### config.mk
export PLATFORM = sky130hd
export DESIGN_NAME = hiccup_fault_counter
export DESIGN_NICKNAME = d
export VERILOG_FILES = /design/src/rtl/hiccup_pkg.sv /design/src/rtl/hiccup_count_path.sv /design/src/rtl/hiccup_control.sv /design/src/rtl/hiccup_fault_counter.sv
export SDC_FILE = /design/constraint.sdc
export NUM_CORES = 1
export LEC_CHECK = 0
export BUFFER_PORTS_ARGS = -buffer_cell sky130_fd_sc_hd__buf_4
export CORE_AREA = 2 2 39 41
export DETAILED_ROUTE_END_ITERATION = 7
export DIE_AREA = 0 0 41 43
export GPL_ROUTABILITY_DRIVEN = 0
export MAX_ROUTING_LAYER = met4
export PLACE_DENSITY = 0.45
export SYNTH_ARGS = -nofsm -noshare
export SYNTH_HDL_FRONTEND = slang
export SYNTH_SLANG_ARGS = --single-unit
### constraint.sdc
create_clock -name clk -period 2.2 [get_ports clk]
set_input_delay 0.22 -clock clk [delete_from_list [all_inputs] [get_ports clk]]
set_output_delay 0.22 -clock clk [all_outputs]
set_load 0.05 [all_outputs]
### src/rtl/hiccup_pkg.sv
package hiccup_pkg;
  typedef enum logic {
    HC_NORMAL = 1'b0,
    HC_FAULT  = 1'b1
  } hcState_t;

  typedef struct packed {
    logic inc;
    logic dec;
  } cntCmd_t;
endpackage

### src/rtl/hiccup_count_path.sv
module hiccup_count_path
  import hiccup_pkg::*;
#(
  parameter int TRIP_COUNT = 7
) (
  input  logic    clk,
  input  logic    rstN,
  input  cntCmd_t cmd,
  output logic    cntWillTrip,
  output logic    cntIsOne,
  output logic    cntIsZero
);
  localparam int CW = $clog2(TRIP_COUNT + 1);
  localparam logic [CW-1:0] TRIP_V = CW'(TRIP_COUNT);
  localparam logic [CW-1:0] ONE_V  = CW'(1);

  logic [CW-1:0] cntQ;

  always_ff @(posedge clk) begin
    if (!rstN)        cntQ <= '0;
    else if (cmd.inc) cntQ <= cntQ + ONE_V;
    else if (cmd.dec) cntQ <= cntQ - ONE_V;
  end

  assign cntWillTrip = (cntQ == TRIP_V - ONE_V);
  assign cntIsOne    = (cntQ == ONE_V);
  assign cntIsZero   = (cntQ == '0);

  assert_no_overflow_R2: assert property (@(posedge clk) disable iff (!rstN)
    cmd.inc |-> (cntQ < TRIP_V));
  assert_no_underflow_R4: assert property (@(posedge clk) disable iff (!rstN)
    cmd.dec |-> (cntQ != '0));
  assert_single_cmd_R3: assert property (@(posedge clk) disable iff (!rstN)
    !(cmd.inc && cmd.dec));
  assert_bounded_R2: assert property (@(posedge clk) disable iff (!rstN)
    cntQ <= TRIP_V);
endmodule

### src/rtl/hiccup_control.sv
module hiccup_control
  import hiccup_pkg::*;
(
  input  logic    clk,
  input  logic    rstN,
  input  logic    cycleStrobe,
  input  logic    overCurrent,
  input  logic    ssDone,
  input  logic    cntWillTrip,
  input  logic    cntIsOne,
  input  logic    cntIsZero,
  output cntCmd_t cmd,
  output logic    pwmEnable,
  output logic    faultActive,
  output logic    driversOff,
  output logic    softStartReq
);
  hcState_t stateQ, stateD;

  always_comb begin
    stateD  = stateQ;
    cmd.inc = 1'b0;
    cmd.dec = 1'b0;
    unique case (stateQ)
      HC_NORMAL: begin
        if (cycleStrobe) begin
          if (overCurrent) begin
            cmd.inc = 1'b1;
            if (cntWillTrip) stateD = HC_FAULT;
          end else if (!cntIsZero) begin
            cmd.dec = 1'b1;
          end
        end
      end
      HC_FAULT: begin
        if (ssDone) begin
          cmd.dec = 1'b1;
          if (cntIsOne) stateD = HC_NORMAL;
        end
      end
      default: stateD = HC_NORMAL;
    endcase
  end

  always_ff @(posedge clk) begin
    if (!rstN) stateQ <= HC_NORMAL;
    else       stateQ <= stateD;
  end

  assign faultActive  = (stateQ == HC_FAULT);
  assign pwmEnable    = !faultActive;
  assign driversOff   = faultActive;
  assign softStartReq = faultActive;

  assert_fault_ignores_cycles_R6: assert property (@(posedge clk) disable iff (!rstN)
    (stateQ == HC_FAULT) |-> !cmd.inc);
  assert_fault_holds_R6: assert property (@(posedge clk) disable iff (!rstN)
    (stateQ == HC_FAULT && !ssDone) |=> (stateQ == HC_FAULT));
  assert_exit_on_last_ramp_R7: assert property (@(posedge clk) disable iff (!rstN)
    (stateQ == HC_FAULT && ssDone && cntIsOne) |=> (stateQ == HC_NORMAL));
  assert_normal_needs_strobe_R9: assert property (@(posedge clk) disable iff (!rstN)
    (stateQ == HC_NORMAL && !cycleStrobe) |=> (stateQ == HC_NORMAL));
  assert_trip_on_threshold_R2: assert property (@(posedge clk) disable iff (!rstN)
    (stateQ == HC_NORMAL && cycleStrobe && overCurrent && cntWillTrip) |=> (stateQ == HC_FAULT));
endmodule

### src/rtl/hiccup_fault_counter.sv
module hiccup_fault_counter
  import hiccup_pkg::*;
#(
  parameter int TRIP_COUNT = 7
) (
  input  logic clk,
  input  logic rstN,
  input  logic cycleStrobe,
  input  logic overCurrent,
  input  logic ssDone,
  output logic pwmEnable,
  output logic faultActive,
  output logic driversOff,
  output logic softStartReq
);
  cntCmd_t cmd;
  logic cntWillTrip, cntIsOne, cntIsZero;

  hiccup_control ctrl_i (
    .clk(clk), .rstN(rstN),
    .cycleStrobe(cycleStrobe), .overCurrent(overCurrent), .ssDone(ssDone),
    .cntWillTrip(cntWillTrip), .cntIsOne(cntIsOne), .cntIsZero(cntIsZero),
    .cmd(cmd),
    .pwmEnable(pwmEnable), .faultActive(faultActive),
    .driversOff(driversOff), .softStartReq(softStartReq)
  );

  hiccup_count_path #(.TRIP_COUNT(TRIP_COUNT)) cnt_i (
    .clk(clk), .rstN(rstN), .cmd(cmd),
    .cntWillTrip(cntWillTrip), .cntIsOne(cntIsOne), .cntIsZero(cntIsZero)
  );

  assert_reset_state_R1: assert property (@(posedge clk)
    !rstN |=> (pwmEnable && !faultActive));
endmodule

After elaboration in Yosys (flattened, before gate mapping)
Cells that the tools add are included.
Widths: inputs -> output; s select.
{"block": "totals", "inputBits": 5, "register_bits": 4, "latchBits": 0, "mem_bits_ro": 0, "mem_bits_rw": 0, "out_inout_bits": 4, "mem_count": 0}
{"block": "op_classes", "n_lt_le_gt_ge": 0, "div_mod_pow": 0, "add_sub_neg": 2, "n_mul": 0, "bitwise": 1, "shift": 0, "n_reduce_logical": 3, "eq_ne": 2, "n_mux": 15}
{"cell": "$mux 1", "count": 10}
{"cell": "$mux 3", "count": 2}
{"cell": "$pmux 1 s2", "count": 2}
{"cell": "$add 3x1->3 const B", "count": 1}
{"cell": "$eq 3x1->1 const B", "count": 1}
{"cell": "$eq 3x3->1 const B", "count": 1}
{"cell": "$logic_not 3->1", "count": 1}
{"cell": "$sub 3x1->3 const B", "count": 1}
{"cell": "$mux 2", "count": 1}
{"cell": "$reduce_bool 2->1", "count": 1}
{"cell": "$logic_not 1->1", "count": 1}
{"cell": "$not 1->1", "count": 1}

Logic depth before layout (Yosys ltp)
{"block": "depth", "ltp_word": 7, "ltp_mapped": 5, "depth_no_buf": 5}

By module
A second synthesis with hierarchy kept.
{"block": "unflattened", "cells_unflattened": 36, "area_unflattened_um2": 315.3}
{"module": "hiccup_count_path", "area_per_inst_um2": 225.2, "n_inst": 1, "cells_each": 25}
{"module": "hiccup_control", "area_per_inst_um2": 90.1, "n_inst": 1, "cells_each": 11}

Least setup slack after synthesis
Ideal clock, no wire load.
{"block": "synth_path", "path_kind": "reg2reg", "from": "register ctrl_i.stateQ, in the netlist ctrl_i.driversOff", "to": "register cnt_i.cntQ[2]", "slack_ps": 248, "arrival_ps": 1818, "stages_incl_launch_ff": 4, "synth_period_minus_slack_ps": 1952, "path_buffers": 0, "cell_sequence": "dfxtp_1 > mux2_2 > and4_1 > or4_1"}
{"block": "synth_between", "elab_chain_cells": 3, "elab_cells_between_ends": 5, "classes_between": "3 x mux; 1 x bitwise; 1 x reduce/logical"}
{"item": "from (decl)", "line": "hiccup_control.sv:18", "source": "hcState_t stateQ, stateD;"}
{"item": "from (signal assigned)", "line": "hiccup_control.sv:47", "source": "else stateQ <= stateD;"}
{"item": "$not 1->1", "line": "hiccup_control.sv:24", "source": "unique case (stateQ)"}
{"item": "$pmux 1 s2", "line": "hiccup_control.sv:24"}
{"item": "$reduce_bool 2->1 (no line)"}
{"item": "to (signal assigned)", "line": "hiccup_count_path.sv:21", "source": "else if (cmd.inc) cntQ <= cntQ + ONE_V;"}
{"item": "to (signal assigned)", "line": "hiccup_count_path.sv:22", "source": "else if (cmd.dec) cntQ <= cntQ - ONE_V;"}
{"item": "to (decl)", "line": "hiccup_count_path.sv:17", "source": "logic [CW-1:0] cntQ;"}
Parallel ways exist; a longest one is shown, timed or not.
A chain may end at the register's enable or synchronous reset.

Worst setup path after layout
{"block": "layout_path", "from": "register cnt_i.cntQ[0]", "to": "register cnt_i.cntQ[2]"}
{"block": "layout_between", "elab_chain_cells": 6, "elab_cells_between_ends": 10, "classes_between": "2 x add/sub; 6 x mux; 2 x reduce/logical"}
{"item": "$logic_not 3->1", "line": "hiccup_count_path.sv:27", "source": "assign cntIsZero = (cntQ == '0);"}
{"item": "$mux 1", "line": "hiccup_control.sv:30", "source": "end else if (!cntIsZero) begin"}
{"item": "$mux 1", "line": "hiccup_control.sv:27", "source": "if (overCurrent) begin"}
{"item": "$mux 2", "line": "hiccup_control.sv:26", "source": "if (cycleStrobe) begin"}
{"item": "$pmux 1 s2", "line": "hiccup_control.sv:24"}
{"item": "$reduce_bool 2->1 (no line)"}
Parallel ways exist; a longest one is shown, timed or not. The select of a mux whose other input is x is not followed.

==> results <==
- The final hold violation count is 0.
- The average instance area after synthesis is 8.99 µm².
- The pin slew with the least headroom to its limit is 0.281 ns.
- Data on the critical path is required at its endpoint by around 2.3 ns.
- Setup slack closes at 0.320 ns.
- The headroom to the max-slew limit is about four fifths.
- Leaving out filler cells and counting taps, the final layout contains 63.
- Hold repair after CTS inserted 0 buffers.
- In this run the cell area of the synthesized design comes to 342 µm².
- The clock latency on the worst-skew pair is between 0.2 and 0.25 ns.
- The number of placement rows is 14.
- CTS built an H-tree with a depth of 1.
- After detailed placement, the design holds a cell count of 60.
- The first global-routing pass estimated around 1100 µm of wire.
- The count of final max-slew check failures came to 0.
- The die is 43 µm tall.
- The worst reg2reg path depth is 5.
- Across all layers, the routed design uses 294 vias.
- The number of nets in the final layout is 59.
- The worst setup path is captured at a flop.
- Timing would allow up to ~530 MHz.
- The average routed wire per standard cell is 10.6 µm.
- Global routing consumed, over all layers together, 10.8% of the routing resources.
- The setup slack at placement is 0.323 ns.
- In this run the worst path has a maximum fanout of 5.
- The share of synthesized flip-flops with an asynchronous set or reset is 0%.
- Counting flops with a built-in enable in the synthesized netlist gives 0.
- The floorplan step defined a core boundary enclosing between 1000 and 1500 µm².
- In this run, post-CTS repair resized a total of 0 instances.
- The via count of the first global-routing pass was 277.
- The critical path runs through a total of 5 cells.
- After routing the design area is approximately 430 µm².
- Compared with the post-synthesis result, the final layout area differs by 25.6%.
- IR analysis of the VDD net gives a maximum drop of 0.000346 V.
- Overall power consumption after layout is estimated at between 0.2 and 0.3 mW.
- The buffer count from post-CTS setup fixing is 0.
- On the final layout, the worst hold slack is 0.196 ns.
- For this run, the detailed router's first-pass iteration total came to 1.
- Counting every instance in the synthesized netlist gives 38.
- The most common cell in the synthesized netlist is inv_1.
- In the final layout, the share of cells above drive strength 1 is approximately 34%.
- The power density over cell area is roughly 600 nW/µm².
- The number of port buffers is 8.
- The number of buffers on the longest clock path is 2.
- The final-report setup violation count is 0.
- The initial core utilization is 24.7%.
- The clock-pin slew of the registers on the worst-case setup and hold paths is 0.04 ns.
- The flow ran to the end, and the final reports show no timing, DRC or antenna violations.
- The number of antenna diodes in the final layout is 0.
- The static leakage is 0.189 nW.
- Clock tree synthesis selected as its root buffer the cell clkbuf_4.
- The post-DP HPWL is 520 µm.
- The number of violations reported at the end of detailed-routing iteration 0 is 0.
- The longest individual stage delay on the worst path is roughly 0.5 ns.
- Synthesis produced a netlist with a net count of 48.
- For this run, design rule violations remaining after detail routing come to 0.
- TritonCTS built the clock tree.
- Sequential cells were found to cover between 20% and 30% of the synthesized design area.
- Grouping stages by cell kind, the critical path spends the most delay in simple AND/OR/NAND/NOR gates.
- Setup repair after global routing left no endpoint under its margin.
- The number of violations of the max-capacitance limit is 0.
- The pin count of the biggest net entering global routing is 10.
- The worst path uses between 80% and 90% of the clock period.
- The placed instances occupy a cell area of 407 µm².
- The synthesized netlist contains 21 unique library cells.
- The count of antenna-violating nets left after detailed routing is 0.
- The fraction of post-synthesis cell area in the top cell type by area is a little under a quarter.
- The arrival time of data at the critical path endpoint is 1.99 ns.
- The final core area utilization is 31.0%.
- In the synthesized netlist the dominant register cell turns out to be dfxtp_1.
- In the routed layout, each cell is associated on average with a via count of 4.67.
- The tree built by TritonCTS fans out to 4 sinks.
- The remaining global-route overflow is 0.
- The routed design has between 600 and 700 µm of wire.
- The initial antenna violation count was 0.
- The number of buffers and inverters on the critical path is 1.
- Yosys printed 0 warnings.
- The total negative setup slack is 0 ns.
- The worst path needs approximately 1.9 ns of the cycle, external delays included.
- The critical path in this run is classified as flop to flop.
- In the synthesized netlist, the cells that appear most often are 6 x inv_1, 5 x ha_1, 4 x dfxtp_1.
- The worst hold path belongs to the class input pin to flop.
- The clock tree skew after final layout is 0.000762 ns.
- The slowest cell on the critical path is or4_1.
- The hold-critical path depth is 2.
- After synthesis the netlist holds a flip-flop and latch count of 4.
- The type of origin of the critical path is a flop.
- Pin placement for this block handled 9 I/O pins.
- The die area is 1760 µm².
- Sorting the synthesized cells by area gives the leading types as dfxtp_1 23%, ha_1 18%, inv_1 6.6%.
- dfxtp_1 takes more of the synthesized area than any other cell.
- The critical path goes through inv_1 > ha_1 > or4b_4 > and4_1 > or4_1.
- The horizontal die dimension is 41 µm.
- Counting the buffers created by CTS gives 3.
cells by family (layout without fill, tap and decap cells):
| group | count (synthesis) | in the layout | share of synthesized area, % |
|---|---|---|---|
| mux | 2 | 2 | 6.23 |
| flops | 4 | 4 | 23.4 |
| simple gates | 12 | 12 | 26.7 |
| fa+ha+maj | 5 | 5 | 18.3 |
| buf+inv | 8 | 17 | 11.0 |
| xor+xnor | 1 | 1 | 2.56 |
| compound gates | 6 | 6 | 11.7 |
worst register-to-register path, cell delays in order, from the launching register on:
cell and delay [ns]:
dfxtp_1 0.34, inv_1 0.12, ha_1 0.15, or4b_4 0.49, and4_1 0.16, or4_1 0.50
where the power goes:
part	internal (mW)	switching [mW]
registers	0.0831	0.0128
clock network	0.0609	0.0278
logic	0.0407	0.0366
total	0.185	0.0773
state kept, by name, summed over array words and instances, names as in the netlist:
signal             flops
cnt_i.cntQ             3
ctrl_i.driversOff      1
routing by layer:
metal	global-route usage (%)	vias up	share of wire [%]
met5	-	-	0
met3	7.85	2	4.1
met1	11.3	133	48
met4	6.00	0	1.2
met2	14.4	5	47
li1	-	154	-
cell type report:
| class | instances | area [µm²] |
|---|---|---|
| sequential | 4 | 80.1 |
| fill | 148 | 955 |
| inverter | 6 | 22.5 |
| tap | 16 | 20.0 |
| timing repair buffer | 8 | 60.1 |
| clock buffer | 3 | 22.5 |
| multi-input combinational | 26 | 224 |
final timing paths:
path,start,endpoint,slack [ns]
setup / recovery,cnt_i.cntQ[0]$_SDFFE_PN0P_,cnt_i.cntQ[2]$_SDFFE_PN0P_,0.32
hold / removal,ssDone,ctrl_i.driversOff$_SDFF_PN0_,0.20
setup reg to reg,cnt_i.cntQ[0]$_SDFFE_PN0P_,cnt_i.cntQ[2]$_SDFFE_PN0P_,0.32
hold reg to reg,cnt_i.cntQ[0]$_SDFFE_PN0P_,cnt_i.cntQ[0]$_SDFFE_PN0P_,0.56
placed cells by master (no fill, tap or decap), types with 2 or more instances in the layout:
master / instances
inv_1: 6
buf_4: 8
o21ai_0: 2
ha_1: 5
nor3_1: 2
nand3b_1: 3
dfxtp_1: 4
clkbuf_4: 3
(Power assumes the default switching activity.)
